$ cat config.mk
export PLATFORM = sky130hd
export DESIGN_NAME = int_alu
export DESIGN_NICKNAME = d
export VERILOG_FILES = /design/src/rtl/alu_pkg.sv /design/src/rtl/alu_ctrl.sv /design/src/rtl/alu_datapath.sv /design/src/rtl/int_alu.sv
export SDC_FILE = /design/constraint.sdc
export NUM_CORES = 1
export LEC_CHECK = 0
export BUFFER_PORTS_ARGS = -buffer_cell sky130_fd_sc_hd__clkbuf_2
export CAP_MARGIN = 20
export CORE_ASPECT_RATIO = 1.4
export CORE_MARGIN = 2
export CORE_UTILIZATION = 50
export DETAILED_ROUTE_END_ITERATION = 8
export PLACE_DENSITY = 0.7
export SLEW_MARGIN = 20
export SYNTH_ARGS = -nofsm -noshare
export SYNTH_HDL_FRONTEND = slang
export SYNTH_SLANG_ARGS = --single-unit
$ cat constraint.sdc
create_clock -name vclk -period 5.5
set_input_delay 0.55 -clock vclk [all_inputs]
set_output_delay 0.55 -clock vclk [all_outputs]
set_load 0.02 [all_outputs]
$ cat src/rtl/alu_pkg.sv
package alu_pkg;

  typedef enum logic [3:0] {
    OP_ADD  = 4'd0,
    OP_ADDU = 4'd1,
    OP_SUB  = 4'd2,
    OP_SUBU = 4'd3,
    OP_AND  = 4'd4,
    OP_OR   = 4'd5,
    OP_XOR  = 4'd6,
    OP_NOR  = 4'd7,
    OP_SLT  = 4'd8,
    OP_SLTU = 4'd9,
    OP_SLL  = 4'd10,
    OP_SRL  = 4'd11,
    OP_SRA  = 4'd12,
    OP_LUI  = 4'd13
  } aluOp_e;

  typedef enum logic [2:0] {
    RES_ZERO,
    RES_ARITH,
    RES_LOGIC,
    RES_CMP,
    RES_SHIFT,
    RES_UPPER
  } resSel_e;

  typedef enum logic [1:0] {
    LG_AND,
    LG_OR,
    LG_XOR,
    LG_NOR
  } logicFn_e;

  typedef struct packed {
    resSel_e  resSel;
    logicFn_e logicFn;
    logic     doSub;
    logic     trapEn;
    logic     cmpUnsigned;
    logic     shiftRight;
    logic     shiftArith;
  } ctlStrobes_t;

endpackage

$ cat src/rtl/alu_ctrl.sv
module alu_ctrl
  import alu_pkg::*;
(
  input  logic [3:0]  opSel,
  output ctlStrobes_t ctl
);

  always_comb begin
    ctl             = '0;
    ctl.resSel      = RES_ZERO;
    ctl.logicFn     = LG_AND;
    case (opSel)
      OP_ADD:  begin ctl.resSel = RES_ARITH; ctl.trapEn = 1'b1; end
      OP_ADDU: begin ctl.resSel = RES_ARITH; end
      OP_SUB:  begin ctl.resSel = RES_ARITH; ctl.doSub = 1'b1; ctl.trapEn = 1'b1; end
      OP_SUBU: begin ctl.resSel = RES_ARITH; ctl.doSub = 1'b1; end
      OP_AND:  begin ctl.resSel = RES_LOGIC; ctl.logicFn = LG_AND; end
      OP_OR:   begin ctl.resSel = RES_LOGIC; ctl.logicFn = LG_OR; end
      OP_XOR:  begin ctl.resSel = RES_LOGIC; ctl.logicFn = LG_XOR; end
      OP_NOR:  begin ctl.resSel = RES_LOGIC; ctl.logicFn = LG_NOR; end
      OP_SLT:  begin ctl.resSel = RES_CMP; ctl.doSub = 1'b1; end
      OP_SLTU: begin ctl.resSel = RES_CMP; ctl.doSub = 1'b1; ctl.cmpUnsigned = 1'b1; end
      OP_SLL:  begin ctl.resSel = RES_SHIFT; end
      OP_SRL:  begin ctl.resSel = RES_SHIFT; ctl.shiftRight = 1'b1; end
      OP_SRA:  begin ctl.resSel = RES_SHIFT; ctl.shiftRight = 1'b1; ctl.shiftArith = 1'b1; end
      OP_LUI:  begin ctl.resSel = RES_UPPER; end
      default: begin ctl.resSel = RES_ZERO; end
    endcase
  end

endmodule

$ cat src/rtl/alu_datapath.sv
module alu_datapath
  import alu_pkg::*;
#(
  parameter int W    = 32,
  parameter int IMMW = 16,
  localparam int SHW = $clog2(W)
) (
  input  ctlStrobes_t     ctl,
  input  logic [W-1:0]    srcA,
  input  logic [W-1:0]    srcB,
  input  logic [IMMW-1:0] imm,
  input  logic            useImm,
  input  logic            immSignExt,
  input  logic [SHW-1:0]  shamt,
  input  logic            shiftVar,
  output logic [W-1:0]    result,
  output logic            trap
);

  localparam int PADW = W - IMMW;

  logic [W-1:0]   immExt;
  logic [W-1:0]   opB;
  logic [W-1:0]   bAdj;
  logic [W:0]     sumFull;
  logic [W-1:0]   sum;
  logic           carryOut;
  logic           signedOvf;
  logic           lessSigned;
  logic           lessUnsigned;
  logic [W-1:0]   logicRes;
  logic [SHW-1:0] shAmt;
  logic [W-1:0]   shLeft;
  logic signed [W:0] shExt;
  logic signed [W:0] shRightFull;
  logic [W-1:0]   shRes;

  // Immediate extender in front of operand B
  always_comb begin
    immExt = immSignExt ? {{PADW{imm[IMMW-1]}}, imm} : {{PADW{1'b0}}, imm};
    opB    = useImm ? immExt : srcB;
  end

  // Shared adder for add, subtract and compares
  always_comb begin
    bAdj      = ctl.doSub ? ~opB : opB;
    sumFull   = {1'b0, srcA} + {1'b0, bAdj} + {{W{1'b0}}, ctl.doSub};
    sum       = sumFull[W-1:0];
    carryOut  = sumFull[W];
    signedOvf = (srcA[W-1] == bAdj[W-1]) && (sum[W-1] != srcA[W-1]);
    lessSigned   = (srcA[W-1] != opB[W-1]) ? srcA[W-1] : sum[W-1];
    lessUnsigned = ~carryOut;
  end

  always_comb begin
    case (ctl.logicFn)
      LG_AND:  logicRes = srcA & opB;
      LG_OR:   logicRes = srcA | opB;
      LG_XOR:  logicRes = srcA ^ opB;
      default: logicRes = ~(srcA | opB);
    endcase
  end

  // Shifter: value from srcB, amount from constant field or srcA low bits
  always_comb begin
    shAmt       = shiftVar ? srcA[SHW-1:0] : shamt;
    shLeft      = srcB << shAmt;
    shExt       = {ctl.shiftArith & srcB[W-1], srcB};
    shRightFull = shExt >>> shAmt;
    shRes       = ctl.shiftRight ? shRightFull[W-1:0] : shLeft;
  end

  always_comb begin
    case (ctl.resSel)
      RES_ARITH: result = sum;
      RES_LOGIC: result = logicRes;
      RES_CMP:   result = {{(W-1){1'b0}}, ctl.cmpUnsigned ? lessUnsigned : lessSigned};
      RES_SHIFT: result = shRes;
      RES_UPPER: result = {imm, {PADW{1'b0}}};
      default:   result = '0;
    endcase
    trap = ctl.trapEn & signedOvf;
  end

  always_comb begin
    if (ctl.resSel == RES_SHIFT && ctl.shiftRight && !ctl.shiftArith && shAmt != '0)
      AST_SRL_ZERO_FILL: assert (!result[W-1]);
    if (ctl.resSel == RES_SHIFT && !ctl.shiftRight && shAmt != '0)
      AST_SLL_ZERO_FILL: assert (!result[0]);
  end

endmodule

$ cat src/rtl/int_alu.sv
module int_alu
  import alu_pkg::*;
(
  input  logic [3:0]  opSel,
  input  logic [31:0] srcA,
  input  logic [31:0] srcB,
  input  logic [15:0] imm16,
  input  logic        useImm,
  input  logic        immSignExt,
  input  logic [4:0]  shamt,
  input  logic        shiftVar,
  output logic [31:0] result,
  output logic        trap,
  output logic        wrEn
);

  ctlStrobes_t ctl;

  alu_ctrl u_ctrl (
    .opSel (opSel),
    .ctl   (ctl)
  );

  alu_datapath #(.W(32), .IMMW(16)) u_dp (
    .ctl        (ctl),
    .srcA       (srcA),
    .srcB       (srcB),
    .imm        (imm16),
    .useImm     (useImm),
    .immSignExt (immSignExt),
    .shamt      (shamt),
    .shiftVar   (shiftVar),
    .result     (result),
    .trap       (trap)
  );

  assign wrEn = ~trap;

  always_comb begin
    if (opSel != OP_ADD && opSel != OP_SUB)
      AST_NO_OVERFLOW: assert (!trap);
    if (opSel == OP_SLT || opSel == OP_SLTU)
      AST_CMP_ONE_BIT: assert (result[31:1] == 31'd0);
    if (opSel == OP_LUI)
      AST_UPPER_LOW_ZERO: assert (result[15:0] == 16'd0);
    if (opSel == 4'd14 || opSel == 4'd15)
      AST_UNUSED_ZERO: assert (result == 32'd0);
  end

endmodule

Yosys cells after proc, flatten, opt, wreduce, memory -nomap -nowiden
Cells that the tools add are included.

word-level totals
  bits in registers = 0
  bits of input ports = 92
  output and inout bits = 34
  word-level logic and storage cells = 62

cells by class
  mux-type cells = 16
  bitwise logic cells = 9
  shift-type cells = 2
  equality and inequality tests = 23
  add/subtract/negate cells = 2
  reductions and logical operators = 10

operator list
  kind                  number
  $pmux W32 S5          1
  $mux W32              4
  $pmux W32 S3          1
  $not A32 Y32          2
  $add A32 B32 Y33      1
  $add A33 B1 Y33       1
  $sshr A33 B5 Y32      1
  $and A32 B32 Y32      1
  $or A32 B32 Y32       1
  $shl A32 B5 Y32       1
  $xor A32 B32 Y32      1
  $eq A4 B4 Y1 const B  6
  $eq A4 B3 Y1 const B  4
  $pmux W3 S5           1
  $reduce_or A4 Y1      3
  $eq A4 B2 Y1 const B  2
  $mux W1               7
  $eq A3 B2 Y1 const B  2
  $eq A3 B3 Y1 const B  2
  $pmux W2 S3           1
  $reduce_or A2 Y1      3
  $mux W5               1
  $eq A4 B1 Y1 const B  1
  $logic_not A4 Y1      1
  other kinds (10)      13

Logic depth before layout (Yosys ltp)
Gate-level depths: netlist of the first run.

  word-level depth = 10
  mapped depth = 16
  depth with buffers taken out = 14

Cells and area by module
From an unflattened synthesis of the first run, not the netlist that was laid out.

unflattened totals
  cells, all modules = 1243
  area, all modules = 8861.0 µm²

modules (own cells, without submodules)
  module        area each (µm²)  times used  cells an instance  sequential area each (µm²)
  alu_datapath  8725.9           1           1224               0.0
  alu_ctrl      131.4            1           18                 0.0
  int_alu       3.8              1           1                  0.0

Worst setup path after synthesis of the first run
No wires, ideal clock.

  path type = input to output
  from = input port opSel[3]
  to = output port result[0]
  path buffers = 2
  path slack = 828 ps
  cell stages on the path = 15
  data arrival time = 4122 ps
  required time = 4950 ps
  cells stage by stage = clkbuf_1 xnor2_1 nor2_1 clkbuf_1 xnor2_1 ha_1 a21oi_1 o21ai_1 and3_1 a2111oi_0 a21oi_2 and2_4 a41oi_4 nor4_1 nor3_1

between the ends
  word-level cells in the longest chain between the ends = 9
  elaborated cells between the ends (all ways) = 45
  classes of those cells = 2 x add/sub; 20 x eq/ne; 1 x shift; 12 x mux; 2 x bitwise; 8 x reduce/logical

RTL lines
  item                                                 line                                    text
  start: declaration                                   int_alu.sv:4                            input logic [3:0] opSel,
  $eq A4 B4 Y1 / $eq A4 B2 Y1 (equally long branches)  alu_ctrl.sv:12                          case (opSel)
  $reduce_or A4 Y1 (no source line)                    -
  $mux W1                                              alu_ctrl.sv:12
  $mux W32                                             alu_datapath.sv:46                      bAdj = ctl.doSub ? ~opB : opB;
  $add A32 B32 Y33                                     alu_datapath.sv:47                      sumFull = {1'b0, srcA} + {1'b0, bAdj} + {{W{1'b0}}, ctl.doSub};
  $add A33 B1 Y33                                      alu_datapath.sv:47
  $mux W1 / $not A1 Y1 (equally long branches)         alu_datapath.sv:51, alu_datapath.sv:52
  $mux W1                                              alu_datapath.sv:77                      RES_CMP: result = {{(W-1){1'b0}}, ctl.cmpUnsigned ? lessUnsigned : lessSigned};
  $pmux W32 S5 *                                       alu_datapath.sv:74                      case (ctl.resSel)
  end: declaration                                     int_alu.sv:12                           output logic [31:0] result,

Every way passes the cells marked *; elsewhere a longest branch is shown, timed or not.

Final worst setup path of the first run
  from = input port useImm
  to = output port result[30]

between the ends
  word-level cells in the longest chain between the ends = 6
  elaborated cells between the ends (all ways) = 11
  classes of those cells = 2 x add/sub; 4 x mux; 5 x bitwise

RTL lines
  item                line                text
  start: declaration  int_alu.sv:8        input logic useImm,
  $mux W32 *          alu_datapath.sv:41  opB = useImm ? immExt : srcB;
  $not A32 Y32        alu_datapath.sv:46
  $mux W32            alu_datapath.sv:46
  $add A32 B32 Y33    alu_datapath.sv:47
  $add A33 B1 Y33     alu_datapath.sv:47
  $pmux W32 S5 *      alu_datapath.sv:74

Marked as above.

==> summary.txt, run 1 <==
Floorplan
  • Io pins: 126
  • Die area: 18700 sq um
  • Core area: 17300 sq um
  • DIE HEIGHT: 161 um
  • # rows: 57
  • Die Wd: 116 um
  • Initial core utilization: 0.508

Timing
  • Pins Over Slew Limit: 0
  • Final period utilization: 0.901
  • TNS Setup: 0 ps
  • Slew headroom: 0.321
  • Fin Hold WS: 1560 ps
  • Final setup violation count: 0
  • Worst-Margin Slew: 1010 ps
  • Final hold viol count: 0
  • Fmax: 202 MHz
  • RSZ-0062 raised after global routing: false
  • Fin crit period: 4960 ps

Drt
  • Final wirelength: 35100 um
  • Pre-antenna DRT Iters: 5
  • Wirelength per Cell: 22.7 um
  • Final ANT Viol Nets: 0
  • Initial DRC count: 983
  • # DRC: 0
  • Vias post-DR: 10000
  • Post-DR vias/cell: 6.49

Global route
  • Grt total ovfl: 0
  • All-Layer GR Usage: 0.364
  • First-pass GRT wire length: 53100 um
  • Vias in the first global route: 9412
  • Initial antenna violation count: 0
  • Largest net degree at the start of global routing: 73

Clock network
  • # hold bufs at CTS: 0
  • Setup Fix Bufs, Post-CTS: 0
  • Post-cts sizing count: 0

Logic synthesis
  • Post-Synthesis Cell Area: 8800 sq um
  • Area leader, netlist: mux2i_1
  • Register area share after synthesis: 0
  • Synth top area share: 0.173
  • Mapped Nets: 1437
  • Synth cell types: 73
  • Top-count cell post-synth: mux2i_1
  • Mean Syn Cell Area: 7.06 sq um
  • Synth warnings: 0
  • Synth cell count leaders: mux2i_1 (152), nand2_1 (131), nor2_1 (100)
  • Mapped Cells: 1247
  • Top cells by area, synth: mux2i_1 (17%), ha_1 (14%), xnor2_1 (7.5%)

Status
  • Status: completed

Critical path
  • CP Capture Type: output port
  • Critical path cell sequence: clkbuf_2, buf_4, mux2i_1, xnor2_1, ha_1, a21oi_1, o22ai_1, a211o_1, a21o_1, a221oi_1, o21ai_0, a31oi_1, nor4b_1, a211o_1, clkbuf_2
  • CP Launch Type: input port
  • WP depth: 15
  • Crit path max-delay family: compound AO/OA/AOI/OAI gates
  • Worst setup path end: result[30]
  • WP data required: 4950 ps
  • Worst-path maximum fanout: 20
  • Critical path origin: useImm
  • Slowest CP cell: clkbuf_2
  • Critical path class: input port to output port
  • Crit path buffers/inverters: 3
  • CP peak stage delay: 420 ps
  • CP arrival: 4410 ps

Final layout
  • Final core utilization: 0.553
  • Layout net count: 1502
  • Reg area: 0 sq um
  • Seq_cells: 0
  • Layout cells sized above 1: 0.160
  • Final cell count without fillers: 1546
  • Layout area overhead: 8.87%
  • CLK BUF: 0
  • Ant. Diodes: 0

Job
  • MaxCap Viol Count: 0

Worst hold path
  • Hold Path Class: input port to output port

Power and ir drop
  • Pwr Density: 161 nW/um^2
  • Static Leak: 4.56 nW
  • Maximum VDD drop: 112 uV

Placement
  • Placed cells: 1546
  • Post-DP HPWL: 28400 um
  • Gpl congestion: 1.06
  • Port Buffers: 126
## routing by layer
metal	part of all wire	vias to the layer above	track usage
met5	0	-	0
met3	0.068	108	0.0249
met4	0.063	0	0.183
li1	-	4674	-
met1	0.41	4734	0.479
met2	0.46	518	0.595
## tightest hold or removal path: stages
cell and delay (ps):
clkbuf_2 130, a22oi_1 90, o221ai_1 70, clkbuf_2 170
## how the worst min path moves through the flow
stage | from | end | slack, ps | depth (start not counted)
finish | imm16[4] | result[20] | 1560 | 4
global route | imm16[4] | result[20] | 1590 | 4
CTS | imm16[5] | result[21] | 1570 | 4
detailed placement | imm16[5] | result[21] | 1570 | 4
global placement | imm16[4] | result[20] | 1580 | 4
floorplan | imm16[15] | result[31] | 1270 | 2
## placed cells by master, fill, tap and decap left out, types with 18 or more instances in the layout
master,Yosys,final
o21ai_1,30,29
nor2_1,100,99
clkbuf_2,0,125
nand2_1,131,131
and3_1,20,20
buf_4,14,32
a211oi_1,20,20
mux2i_1,152,149
a21oi_1,83,83
nand3_1,24,24
mux4_2,20,20
xnor2_1,75,75
a21o_1,18,18
ha_1,97,97
inv_1,74,74
o21ai_0,71,71
nor3_1,27,26
## kinds of logic (layout without fill, tap and decap cells)
family                   Yosys count  after routing  synth area share
XOR/XNOR                          92             92            0.0916
AO/OA/AOI/OAI                    357            357             0.266
adder cells (fa/ha/maj)           98             98             0.140
buffers and inverters            170            233            0.0843
multiplexers                     181            181             0.239
AND/OR/NAND/NOR                  349            349             0.178
## stage by stage
stage                     area [sq um]  setup WS (ps)  total power (W)
after detailed placement          9580            556          0.00151
after CTS                         9580            558          0.00151
after floorplan                   8800            828          0.00106
after global placement            9570            657          0.00150
final                             9580            545          0.00154
after global routing              9580            197          0.00165
## where the power goes
group / internal [W] / switching (W)
logic: 0.000577 / 0.000968
registers: 0 / 0
clock network: 0 / 0
total: 0.000577 / 0.000968
## cell type report
cell class,count,area (sq um)
fillers,1846,7750
multi-input cells,1077,8120
well taps,236,295
repair buffers,158,886
inverters,75,282
(Power assumes the default switching activity.)
==> run 2: changes to the inputs <==
- BUFFER_PORTS_ARGS: -buffer_cell sky130_fd_sc_hd__clkbuf_2 -> -buffer_cell sky130_fd_sc_hd__buf_2
- CORE_MARGIN: 2 -> 8
==> run 2 against run 1 <==
Compared with the run above:
- via count barely moved
- sequential share of layout area is the same
- power fell by 0.95%
- worst setup slack got worse by 140 ps
- maximum frequency is 2.7% lower
==> summary.txt, run 2 (synthesis results as in run 1) <==
Status
  • Status: completed

Final layout
  • Layout cells sized above 1: 0.156 (-0.00387)
  • Highest-count cells in the layout ignoring fill and taps: mux2i_1 (149), nand2_1 (131), buf_2 (125)
  • Reg area: 0 sq um (unchanged)
  • Ant. Diodes: 0 (unchanged)
  • Layout area overhead: 8.36%
  • CLK BUF: 0 (unchanged)
  • Seq_cells: 0 (unchanged)
  • Fillers: 1809 (-2.0%)
  • Layout net count: 1496 (-0.40%)
  • Commonest non-fill, non-tap cell in the layout: mux2i_1

Timing
  • Worst-Margin Slew: 1060 ps (+43.7 ps)
  • RSZ-0062 raised after global routing: false
  • Fin Hold WS: 1510 ps (-52.9 ps)
  • Pins Over Slew Limit: 0 (unchanged)
  • Fin crit period: 5090 ps (+138 ps)
  • Final period utilization: 0.926 (+0.0252)
  • Slew headroom: 0.290 (-0.0314)
  • Post-route setup slack: 407 ps (-138 ps)
  • TNS Setup: 0 ps (unchanged)
  • Final setup violation count: 0 (unchanged)
  • Fmax: 196 MHz (-2.7%)
  • Final hold viol count: 0 (unchanged)

Global route
  • First-pass GRT wire length: 53800 um (+1.5%)
  • Largest net degree at the start of global routing: 72 (-1.4%)
  • Vias in the first global route: 9535 (+1.3%)
  • Grt total ovfl: 0 (unchanged)
  • Initial antenna violation count: 0 (unchanged)
  • All-Layer GR Usage: 0.305 (-0.0595)

Floorplan
  • Core area: 17300 sq um (unchanged)
  • Die area: 22200 sq um (+19%)
  • # rows: 57 (unchanged)
  • DIE HEIGHT: 173 um (+7.5%)
  • Die Wd: 128 um (+10%)
  • Initial core utilization: 0.508 (unchanged)
  • Io pins: 126 (unchanged)

Drt
  • Wirelength per Cell: 22.9 um (+0.57%)
  • Vias post-DR: 10000 (+0.10%)
  • # DRC: 0 (unchanged)
  • Final wirelength: 35200 um (+0.18%)
  • Post-DR vias/cell: 6.52 (+0.49%)
  • Initial DRC count: 1102 (+12%)
  • Final ANT Viol Nets: 0 (unchanged)
  • Pre-antenna DRT Iters: 5 (unchanged)

Critical path
  • CP Capture Type: output port
  • CP arrival: 4540 ps (+130 ps)
  • Critical path class: input port to output port
  • CP Launch Type: input port
  • WP data required: 4950 ps (about the same)
  • Worst-path maximum fanout: 31 (+55%)

Worst hold path
  • Hold_sp: imm16[10]
  • Hold path endpoint: result[26]
  • Hold Path Class: input port to output port
  • WHS Path Cells: 4 (unchanged)

Power and ir drop
  • Maximum VDD drop: 124 uV (+10%)
  • Pwr Density: 160 nW/um^2 (-0.48%)
  • Static Leak: 4.52 nW (-0.88%)

Job
  • MaxCap Viol Count: 0 (unchanged)

Clock network
  • Setup Fix Bufs, Post-CTS: 0 (unchanged)
  • # hold bufs at CTS: 0 (unchanged)
  • Post-cts sizing count: 0 (unchanged)

Placement
  • Post-DP HPWL: 28300 um (-0.46%)
  • Gpl congestion: 1.01 (-4.9%)
  • Port Buffers: 126 (unchanged)
  • Worst slack, placed: 560 ps (+4.11 ps)
[run 2: cell count changes in the layout (fill, tap and decap cells not counted)]
cell      change
buf_4         -6
buf_2       +125
clkbuf_2    -125
[run 2: critical path, cell delays in order]
cell and delay [ps]:
buf_2 140, buf_4 390, nand2_1 370, o21ai_0 300, xnor2_1 130, ha_1 390
nand4_1 170, o22ai_1 90, a211o_1 270, a21o_1 180, a221oi_1 420, o21ai_0 240
a31oi_1 370, nor4b_1 100, a211o_1 240, buf_2 160
[run 2: worst max-delay path by stage]
stage | startpoint | endpoint
2_1_floorplan | opSel[3] | result[0]
3_3_place_gp | opSel[3] | result[0]
3_5_place_dp | useImm | result[30]
4_1_cts | useImm | result[30]
5_1_grt | useImm | result[30]
6_report | useImm | result[30]
[run 2: area by class of cell]
type                            instances  area (sq um)  area share
Inverter                               75           282      0.0295
Multi-Input combinational cell       1077          8120       0.851
Tap cell                              236           295      0.0310
Timing Repair Buffer                  152           841      0.0882
[run 2: metrics by stage]
step | instances | instance area (sq um) | utilization | power [W]
after floorplan | 1247 | 8800 | - | 0.00106
after global placement | 1540 | 9530 | 0.550 | 0.00148
after detailed placement | 1540 | 9530 | 0.550 | 0.00149
after CTS | 1540 | 9530 | 0.550 | 0.00150
after global routing | 1540 | 9530 | 0.550 | 0.00164
final | 1540 | 9530 | 0.550 | 0.00153
[run 2: per-layer routing]
| metal | track usage | wire length, um | share of wire | up-vias |
|---|---|---|---|---|
| li1 | - | - | - | 4665 |
| met1 | 0.382 | 14000 | 0.40 | 4763 |
| met2 | 0.502 | 16500 | 0.47 | 510 |
| met3 | 0.0311 | 2580 | 0.073 | 106 |
| met4 | 0.158 | 2150 | 0.061 | 0 |
| met5 | 0 | 0 | 0 | - |
[run 2: where the power goes]
group | internal [W] | switching (W) | total [W]
clock | 0 | 0 | 0
combinational | 0.000573 | 0.000957 | 0.00153
sequential | 0 | 0 | 0
